### config.mk
export PLATFORM = sky130hd
export DESIGN_NAME = pss_seq
export DESIGN_NICKNAME = d
export VERILOG_FILES = /design/src/rtl/pss_pkg.sv /design/src/rtl/pss_cycle_timer.sv /design/src/rtl/pss_seq_fsm.sv /design/src/rtl/pss_out_decode.sv /design/src/rtl/pss_seq.sv
export SDC_FILE = /design/constraint.sdc
export NUM_CORES = 1
export LEC_CHECK = 0
export BUFFER_PORTS_ARGS = -buffer_cell sky130_fd_sc_hd__clkbuf_2
export CORE_ASPECT_RATIO = 1.1
export CORE_UTILIZATION = 48
export CTS_CLUSTER_DIAMETER = 50
export DETAILED_ROUTE_END_ITERATION = 10
export GPL_TIMING_DRIVEN = 1
export PLACE_DENSITY = 0.81
export SYNTH_ARGS = -nofsm -noshare
export SYNTH_HDL_FRONTEND = slang
export SYNTH_SLANG_ARGS = --single-unit
### constraint.sdc
create_clock -name clk -period 2.6 [get_ports clk]
set_input_delay 0.13 -clock clk [delete_from_list [all_inputs] [get_ports clk]]
set_output_delay 0.13 -clock clk [all_outputs]
set_load 0.01 [all_outputs]
### src/rtl/pss_pkg.sv
package pss_pkg;
  typedef enum logic [1:0] {
    DRV_PWM = 2'b00,
    DRV_LOW = 2'b01,
    DRV_HIZ = 2'b10
  } drive_e;

  typedef enum logic [1:0] {
    SQ_WAIT,
    SQ_RAMP,
    SQ_RUN,
    SQ_CROWBAR
  } seq_e;
endpackage

### src/rtl/pss_cycle_timer.sv
module pss_cycle_timer #(
  parameter int CNT_W = 12
) (
  input  logic             clk,
  input  logic             rst_n,
  input  logic             clr,
  input  logic             run,
  input  logic             tick,
  input  logic [CNT_W-1:0] limit,
  output logic [CNT_W-1:0] count,
  output logic             done
);
  always_ff @(posedge clk or negedge rst_n) begin
    if (!rst_n)
      count <= '0;
    else if (clr)
      count <= '0;
    else if (run && tick)
      count <= count + CNT_W'(1);
  end

  // terminal tick of the current interval
  assign done = run && tick && (count == limit - CNT_W'(1));
endmodule

### src/rtl/pss_seq_fsm.sv
module pss_seq_fsm
  import pss_pkg::*;
(
  input  logic clk,
  input  logic rst_n,
  input  logic ov_flag,
  input  logic oc_flag,
  input  logic span_done,
  output seq_e state,
  output logic retry,
  output logic timer_clr
);
  seq_e nxt;
  logic retry_nxt;

  always_comb begin
    nxt = state;
    if (state != SQ_CROWBAR) begin
      if (ov_flag) begin
        nxt = SQ_CROWBAR;
      end else begin
        case (state)
          SQ_WAIT: if (span_done) nxt = SQ_RAMP;
          SQ_RAMP: begin
            if (oc_flag)        nxt = SQ_WAIT;
            else if (span_done) nxt = SQ_RUN;
          end
          SQ_RUN:  if (oc_flag) nxt = SQ_WAIT;
          default: nxt = state;
        endcase
      end
    end
  end

  // once an over-current trip has happened, every later wait is the long one
  assign retry_nxt = retry ||
                     (oc_flag && !ov_flag && (state == SQ_RAMP || state == SQ_RUN));
  assign timer_clr = (nxt != state);

  always_ff @(posedge clk or negedge rst_n) begin
    if (!rst_n) begin
      state <= SQ_WAIT;
      retry <= 1'b0;
    end else begin
      state <= nxt;
      retry <= retry_nxt;
    end
  end
endmodule

### src/rtl/pss_out_decode.sv
module pss_out_decode
  import pss_pkg::*;
#(
  parameter int NUM_PHASES = 4,
  parameter int CNT_W      = 12,
  parameter int STEP_W     = 11
) (
  input  seq_e                      state,
  input  logic                      ov_flag,
  input  logic                      uv_flag,
  input  logic                      oc_flag,
  input  logic [CNT_W-1:0]          count,
  output logic [2*NUM_PHASES-1:0]   drive_mode,
  output logic                      ramp_en,
  output logic [STEP_W-1:0]         ramp_step,
  output logic                      power_good
);
  drive_e mode;

  always_comb begin
    case (state)
      SQ_RAMP, SQ_RUN: mode = DRV_PWM;
      SQ_CROWBAR:      mode = ov_flag ? DRV_LOW : DRV_HIZ;
      default:         mode = DRV_HIZ;
    endcase
  end

  for (genvar g = 0; g < NUM_PHASES; g++) begin : g_lane
    assign drive_mode[2*g +: 2] = mode;
  end

  assign ramp_en    = (state == SQ_RAMP);
  assign ramp_step  = ramp_en ? STEP_W'(count) : '0;
  assign power_good = (state == SQ_RUN) && !ov_flag && !uv_flag && !oc_flag;
endmodule

### src/rtl/pss_seq.sv
module pss_seq
  import pss_pkg::*;
#(
  parameter int NUM_PHASES = 4,
  parameter int INIT_WAIT  = 32,
  parameter int RETRY_WAIT = 2048,
  parameter int RAMP_LEN   = 2016,
  localparam int MAX_A     = (INIT_WAIT > RETRY_WAIT) ? INIT_WAIT : RETRY_WAIT,
  localparam int MAX_LEN   = (MAX_A > RAMP_LEN) ? MAX_A : RAMP_LEN,
  localparam int CNT_W     = $clog2(MAX_LEN + 1),
  localparam int STEP_W    = (RAMP_LEN > 1) ? $clog2(RAMP_LEN) : 1
) (
  input  logic                    clk,
  input  logic                    por_n,
  input  logic                    pwm_tick,
  input  logic                    ov_flag,
  input  logic                    uv_flag,
  input  logic                    oc_flag,
  output logic [2*NUM_PHASES-1:0] drive_mode,
  output logic                    ramp_en,
  output logic [STEP_W-1:0]       ramp_step,
  output logic                    power_good
);
  seq_e             state;
  logic             retry;
  logic             timer_clr;
  logic             span_done;
  logic             timer_run;
  logic [CNT_W-1:0] limit;
  logic [CNT_W-1:0] count;

  always_comb begin
    if (state == SQ_WAIT)
      limit = retry ? CNT_W'(RETRY_WAIT) : CNT_W'(INIT_WAIT);
    else
      limit = CNT_W'(RAMP_LEN);
  end

  assign timer_run = (state == SQ_WAIT) || (state == SQ_RAMP);

  pss_cycle_timer #(.CNT_W(CNT_W)) u_timer (
    .clk   (clk),
    .rst_n (por_n),
    .clr   (timer_clr),
    .run   (timer_run),
    .tick  (pwm_tick),
    .limit (limit),
    .count (count),
    .done  (span_done)
  );

  pss_seq_fsm u_fsm (
    .clk       (clk),
    .rst_n     (por_n),
    .ov_flag   (ov_flag),
    .oc_flag   (oc_flag),
    .span_done (span_done),
    .state     (state),
    .retry     (retry),
    .timer_clr (timer_clr)
  );

  pss_out_decode #(
    .NUM_PHASES (NUM_PHASES),
    .CNT_W      (CNT_W),
    .STEP_W     (STEP_W)
  ) u_dec (
    .state      (state),
    .ov_flag    (ov_flag),
    .uv_flag    (uv_flag),
    .oc_flag    (oc_flag),
    .count      (count),
    .drive_mode (drive_mode),
    .ramp_en    (ramp_en),
    .ramp_step  (ramp_step),
    .power_good (power_good)
  );
endmodule

# Word level (Yosys, flattened, before mapping)
# Index checks and enable logic that the tools add are counted.
# Widths: inputs -> output; s select.
# op_classes
mux	14
div_mod_pow	0
mul	0
shifts	0
n_addsub	2
n_reduce_logical	16
magnitude_cmp	0
n_eq_ne	6
bitwise_logic	0
# op_table
cell	n
$mux 12	4
$mux 2	7
$add 12x1->12 const B	1
$eq 12x12->1	1
$sub 12x1->12 const B	1
$mux 11	1
$logic_and 1x1->1	7
$pmux 2 s3	1
$eq 2x2->1 const B	2
$pmux 2 s2	1
$logic_not 1->1	3
$logic_or 1x1->1	3
$eq 2x1->1 const B	1
$logic_not 2->1	1
$ne 2x2->1	1
$ne 2x2->1 const B	1
$reduce_bool 2->1	1
$reduce_or 2->1	1
# word_totals
mem_count	0
out_inout_bits	21
romBits	0
latch_bits	0
register_bits	15
in_bits	6
ramBits	0

# Longest topological paths before layout
# depth
word_depth	12
depth_mapped	8

# By module
# Synthesis repeated with hierarchy kept, for this count alone.
# hier_totals
cells_unflattened	186
hier_area_um2	1515.2
# by_module_without_submodules
module	area_each_um2	cells_each	n_inst
pss_cycle_timer	1033.5	124	1
pss_seq_fsm	251.5	30	1
pss_out_decode	200.2	27	1
pss_seq	30.0	5	1

# Least setup slack after synthesis
# No wires, ideal clock.
# synth_path
kind	flip-flop to flip-flop
start	reg u_fsm.state[0]
end	reg u_timer.count[8]
stages_incl_launch_ff	9
t_arrival_ps	2204
setup_slack_ps	256
path_cell_list	dfrtp_1 -> inv_1 -> ha_1 -> clkbuf_1 -> o211a_1 -> nand4_1 -> a2111oi_4 -> nor3b_4 -> nor4b_1
# synth_between
elab_chain_cells	12
elab_cells_between_ends	20
cone_classes	add/sub: 1; eq/ne: 5; mux: 9; reduce/logical: 5
# synth_lines
element	line_no	source
start: declaration	pss_seq_fsm.sv:9	output seq_e state,
start signal: assignment	pss_seq_fsm.sv:45	state <= nxt;
$logic_not 2->1	pss_seq_fsm.sv:22, pss_seq.sv:33, pss_seq.sv:39	
$mux 12	pss_seq.sv:33	if (state == SQ_WAIT)
$sub 12x1->12	pss_cycle_timer.sv:23	assign done = run && tick && (count == limit - CNT_W'(1));
$eq 12x12->1	pss_cycle_timer.sv:23	
$logic_and 1x1->1	pss_cycle_timer.sv:23	
$mux 2	pss_seq_fsm.sv:26	else if (span_done) nxt = SQ_RUN;
$mux 2	pss_seq_fsm.sv:25	if (oc_flag) nxt = SQ_WAIT;
$pmux 2 s3	pss_seq_fsm.sv:22	case (state)
$mux 2	pss_seq_fsm.sv:19	if (ov_flag) begin
$mux 2	pss_seq_fsm.sv:18	if (state != SQ_CROWBAR) begin
$ne 2x2->1	pss_seq_fsm.sv:38	assign timer_clr = (nxt != state);
$mux 12 or $reduce_bool 2->1 (tied branches)	--	
end signal: assignment	pss_cycle_timer.sv:19	count <= count + CNT_W'(1);
end: declaration	pss_cycle_timer.sv:10	output logic [CNT_W-1:0] count,
# Several ways; a longest one is shown, not always the timed one.
# A chain may end at the register's enable or synchronous reset.

# Final worst setup path
# layout_path
start	reg u_timer.count[7]
end	reg u_timer.count[7]
# layout_between
elab_chain_cells	9
elab_cells_between_ends	13
cone_classes	add/sub: 1; eq/ne: 2; mux: 8; reduce/logical: 2
# layout_lines
element	line_no
$eq 12x12->1	pss_cycle_timer.sv:23
$logic_and 1x1->1	pss_cycle_timer.sv:23
$mux 2	pss_seq_fsm.sv:26
$mux 2	pss_seq_fsm.sv:25
$pmux 2 s3	pss_seq_fsm.sv:22
$mux 2	pss_seq_fsm.sv:19
$mux 2	pss_seq_fsm.sv:18
$ne 2x2->1	pss_seq_fsm.sv:38
$mux 12 or $reduce_bool 2->1 (tied branches)	--
# Several ways; a longest one is shown, not always the timed one. The select of a mux whose other input is x is not followed.

==> out/results.md <==
| Parameter | Reported | Unit |
|---|---|---|
| Gate Count Post-Synth | 123 | - |
| Overall overflow remaining after global route | 0 | - |
| Sum Neg Setup Slack | 0 | ps |
| Post-Synthesis Net Count | 134 | - |
| Share of total power consumed by net switching | 45.7 | % |
| Sequential standard cell area | 375 | um^2 |
| Clock sink count | 15 | - |
| TritonCTS Buffers | 3 | - |
| Switching Power | 0.456 | mW |
| Worst Path Arrival | 2600 | ps |
| Horizontal die dimension | 48.0 | um |
| Final standard cell area without fillers | 1290 | um^2 |
| Library cells used by synthesis | 40 | - |
| Number of antenna violations at the first check in global routing | 0 | - |
| I/O Pins | 27 | - |
| Fraction of final layout cells sized beyond drive strength 1 | 27.7 | % |
| Via count of the routed design | 1014 | - |
| Synth Register Bits | 15 | - |
| Number of global-route vias before repair | 944 | - |
| Global placer's final weighted congestion | 0.926 | - |
| Number of resized instances in the post-cts repair step | 0 | - |
| Total setup violations reported at the end of the flow | 0 | - |
| Average footprint of a synthesized cell | 9.09 | um^2 |
| Maximum fanout along the worst path | 10 | - |
| Multi-input logic area | 668 | um^2 |
| Clk Latency, worst-skew pair | 290 | ps |
| GRT Overall Usage | 22.7 | % |
| Count of placed standard cells in the final layout, fillers left out | 176 | - |
| Antenna violation net count after detailed routing | 0 | - |
| Pins over their slew limit | 0 | - |
| Type of element capturing the critical path | register | - |
| Post-route core utilization | 61.4 | % |
| Maximum capacitance violations | 0 | - |
| Number of port buffers | 26 | - |
| Dpl cells | 171 | - |
| Std-Cell Rows | 17 | - |
| Critical R2R Launch | u_timer.count[7] | - |
| Max H-tree Level | 1 | - |
| Worst setup path endpoint | u_timer.count[7] | - |
| Worst-Margin Slew | 436 | ps |
| Setup clock skew after layout | 3.68 | ps |
| Proportion of synthesized chip area in sequential cells | 33.6 | % |
| Number of nets at the end of the flow | 160 | - |
| Cells along the critical path | or4_1 > or3_4 > a2111oi_4 > nor3b_4 > nor3_1 | - |
| First-pass GRT wire length | 4080 | um |
| Slew HR | 70.2 | % |
| Fill cell count | 178 | - |
| CORE AREA | 2110 | um^2 |
| Height of the die | 52.6 | um |
| Worst r2r dst | u_timer.count[7] | - |
| Post-synthesis cell type with the largest combined area | dfrtp_1 | - |
| Sequential group share of total power | 30.2 | % |
| Number of synthesized flops with an enable pin | 0 | - |
| Internal | 0.541 | mW |
| Synth area leaders | dfrtp_1, xnor2_1, and2_1 | - |
| Data required, critical path | 2760 | ps |
| Status | completed | - |
| Via-per-instance ratio | 5.76 | - |
| IR Drop Worst-Case VDD | 0.860 | mV |
| Minimum clock period | 2440 | ps |
| Type of the tightest min-delay check | in -> reg | - |
| Fraction of registers with async set/reset | 100 | % |
| Clock group share of total power | 13.6 | % |
| R2R setup slack | 160 | ps |
| Number of optimization iterations in the first detailed-route pass | 6 | - |
| Maximum single-stage delay on the critical path | 550 | ps |
| Leading register cell type out of synthesis | dfrtp_1 | - |
| Leak Pwr | 0.586 | nW |
| DR DRC count | 0 | - |
| Share of the clock period used by the worst path after layout | 93.9 | % |
| Pin count of the biggest net entering global routing | 17 | - |
| Gate family responsible for the most delay along the worst path | simple AND/OR/NAND/NOR gates | - |
| Fraction of post-synthesis cell area in the top cell type by area | 33.6 | % |
| Beginning of the critical path | u_timer.count[7] | - |
| Fmax achieved | 410 | MHz |
| Wire length per cell after detailed routing | 13.6 | um |
| Clock tree root driver cell | clkbuf_4 | - |
| Area post-placement | 1260 | um^2 |
| Initial detailed-routing violation count | 15 | - |
| Power per cell area | 771 | nW/um^2 |
| CTS clock-pin slew for the worst setup and hold paths | 90 | ps |
| TritonCTS clock tree | done | - |
| Number of buffer and inverter instances along the worst setup path | 0 | - |
| Sum of routed wire length over all layers | 2390 | um |
| Synth Cell Area | 1120 | um^2 |
| Combinational group share of total power | 56.2 | % |
| Slowest library cell on the worst path | or4_1 | - |
| Growth of design area from synthesis to finish | 15.7 | % |
| Maximum root-to-sink buffer count | 2 | - |
| Post-detailed-placement half-perimeter wirelength | 1800 | um |
| Final hold vios | 0 | - |
| Die ar. | 2530 | um^2 |
| Classification of the worst setup path | reg -> reg | - |
| Unrepaired setup endpoints after global routing | false | - |
| Type of origin of the critical path | register | - |
| Cell count along the critical path | 5 | - |
| Ant. Diodes | 0 | - |
| Cell depth of the worst flop-to-flop path | 5 | - |
| Initial core utilization | 53.1 | % |
| Synthesis warning total | 0 | - |
## layout make-up
type,count,area share (%)
clock buffers,4,2.03
inverters,3,0.870
well taps,28,2.71
repair buffers,32,13.7
multi-input cells,94,51.6
flip-flops and latches,15,29.0
## routing by layer
layer / GRT usage (%) / share of wire (%) / vias to the layer above
met2: 39.2 / 49 / 42
li1: - / - / 485
met5: 0 / 0 / -
met1: 26.2 / 44 / 482
met4: 9.72 / 1.8 / 0
met3: 4.14 / 4.6 / 5
## worst min-delay path by stage
stage                       end     from  cells after the start  slack [ps]
5_1_grt             u_fsm.retry  oc_flag                      3         110
4_1_cts             u_fsm.retry  oc_flag                      3          80
6_report            u_fsm.retry  oc_flag                      3          80
3_5_place_dp   u_timer.count[3]    por_n                      1          70
3_3_place_gp   u_timer.count[4]    por_n                      1          60
2_1_floorplan       u_fsm.retry    por_n                      0        -170
## timing repair
action	in CTS	in global routing
hold buffers	1	0
setup buffers	0	0
hold endpoints to repair	15	0
endpoints found under the setup margin	0	0
## power groups by stage
stage	clock, mW	combinational [mW]	sequential (mW)
after floorplan	0	0.442	0.291
after global placement	0	0.544	0.301
after detailed placement	0	0.558	0.304
after CTS	0.140	0.561	0.300
after global routing	0.151	0.618	0.304
final	0.136	0.561	0.301
## synthesized netlist by cell type, drive strengths merged (2+ instances only)
cell type / n
clkbuf: 5
a311oi: 2
nand2: 4
xor2: 3
inv: 3
dfrtp: 15
nand4: 6
nand3: 4
nor2b: 2
and3: 2
nor3: 11
nor3b: 3
nand2b: 2
a21oi: 3
xnor2: 8
a2111oi: 2
o21ai: 2
and2: 12
nor2: 8
buf: 6
ha: 5
## layout by cell type, fill, tap and decap left out, types with 4 or more instances in the layout
| cell type | instances |
|---|---|
| xnor2_1 | 8 |
| nor2_1 | 8 |
| nand4_1 | 6 |
| nand3_1 | 4 |
| buf_4 | 5 |
| and2_1 | 11 |
| nor3_1 | 11 |
| ha_1 | 5 |
| dfrtp_1 | 15 |
| clkbuf_2 | 26 |
| nand2_1 | 4 |
## metrics by stage
stage / hold slack, ps / setup WS [ps] / power [mW]
2_1_floorplan: -166 / 256 / 0.733
5_1_grt: 108 / 2.48 / 1.07
6_report: 82.8 / 159 / 0.997
4_1_cts: 76.3 / 147 / 1.00
3_3_place_gp: 61.2 / 265 / 0.846
3_5_place_dp: 66.6 / 171 / 0.862
## worst min-delay path: stages
cell and delay (ps):
clkbuf_2 100, nand2_1 60, o21bai_1 50
## state kept, by name, indices dropped and copies added, names as in the netlist
register	flops
u_timer.count	12
u_fsm.retry	1
u_fsm.state	2
## logic make-up after synthesis
| kind of cell | Yosys count | share of synthesized area, % |
|---|---|---|
| mux | 1 | 0.895 |
| xor+xnor | 11 | 8.61 |
| fa+ha+maj | 5 | 5.59 |
| flops | 15 | 33.6 |
| simple gates | 61 | 32.6 |
| buf+inv | 14 | 6.71 |
| compound gates | 16 | 12.1 |
Power figures use the tool's default switching activity.
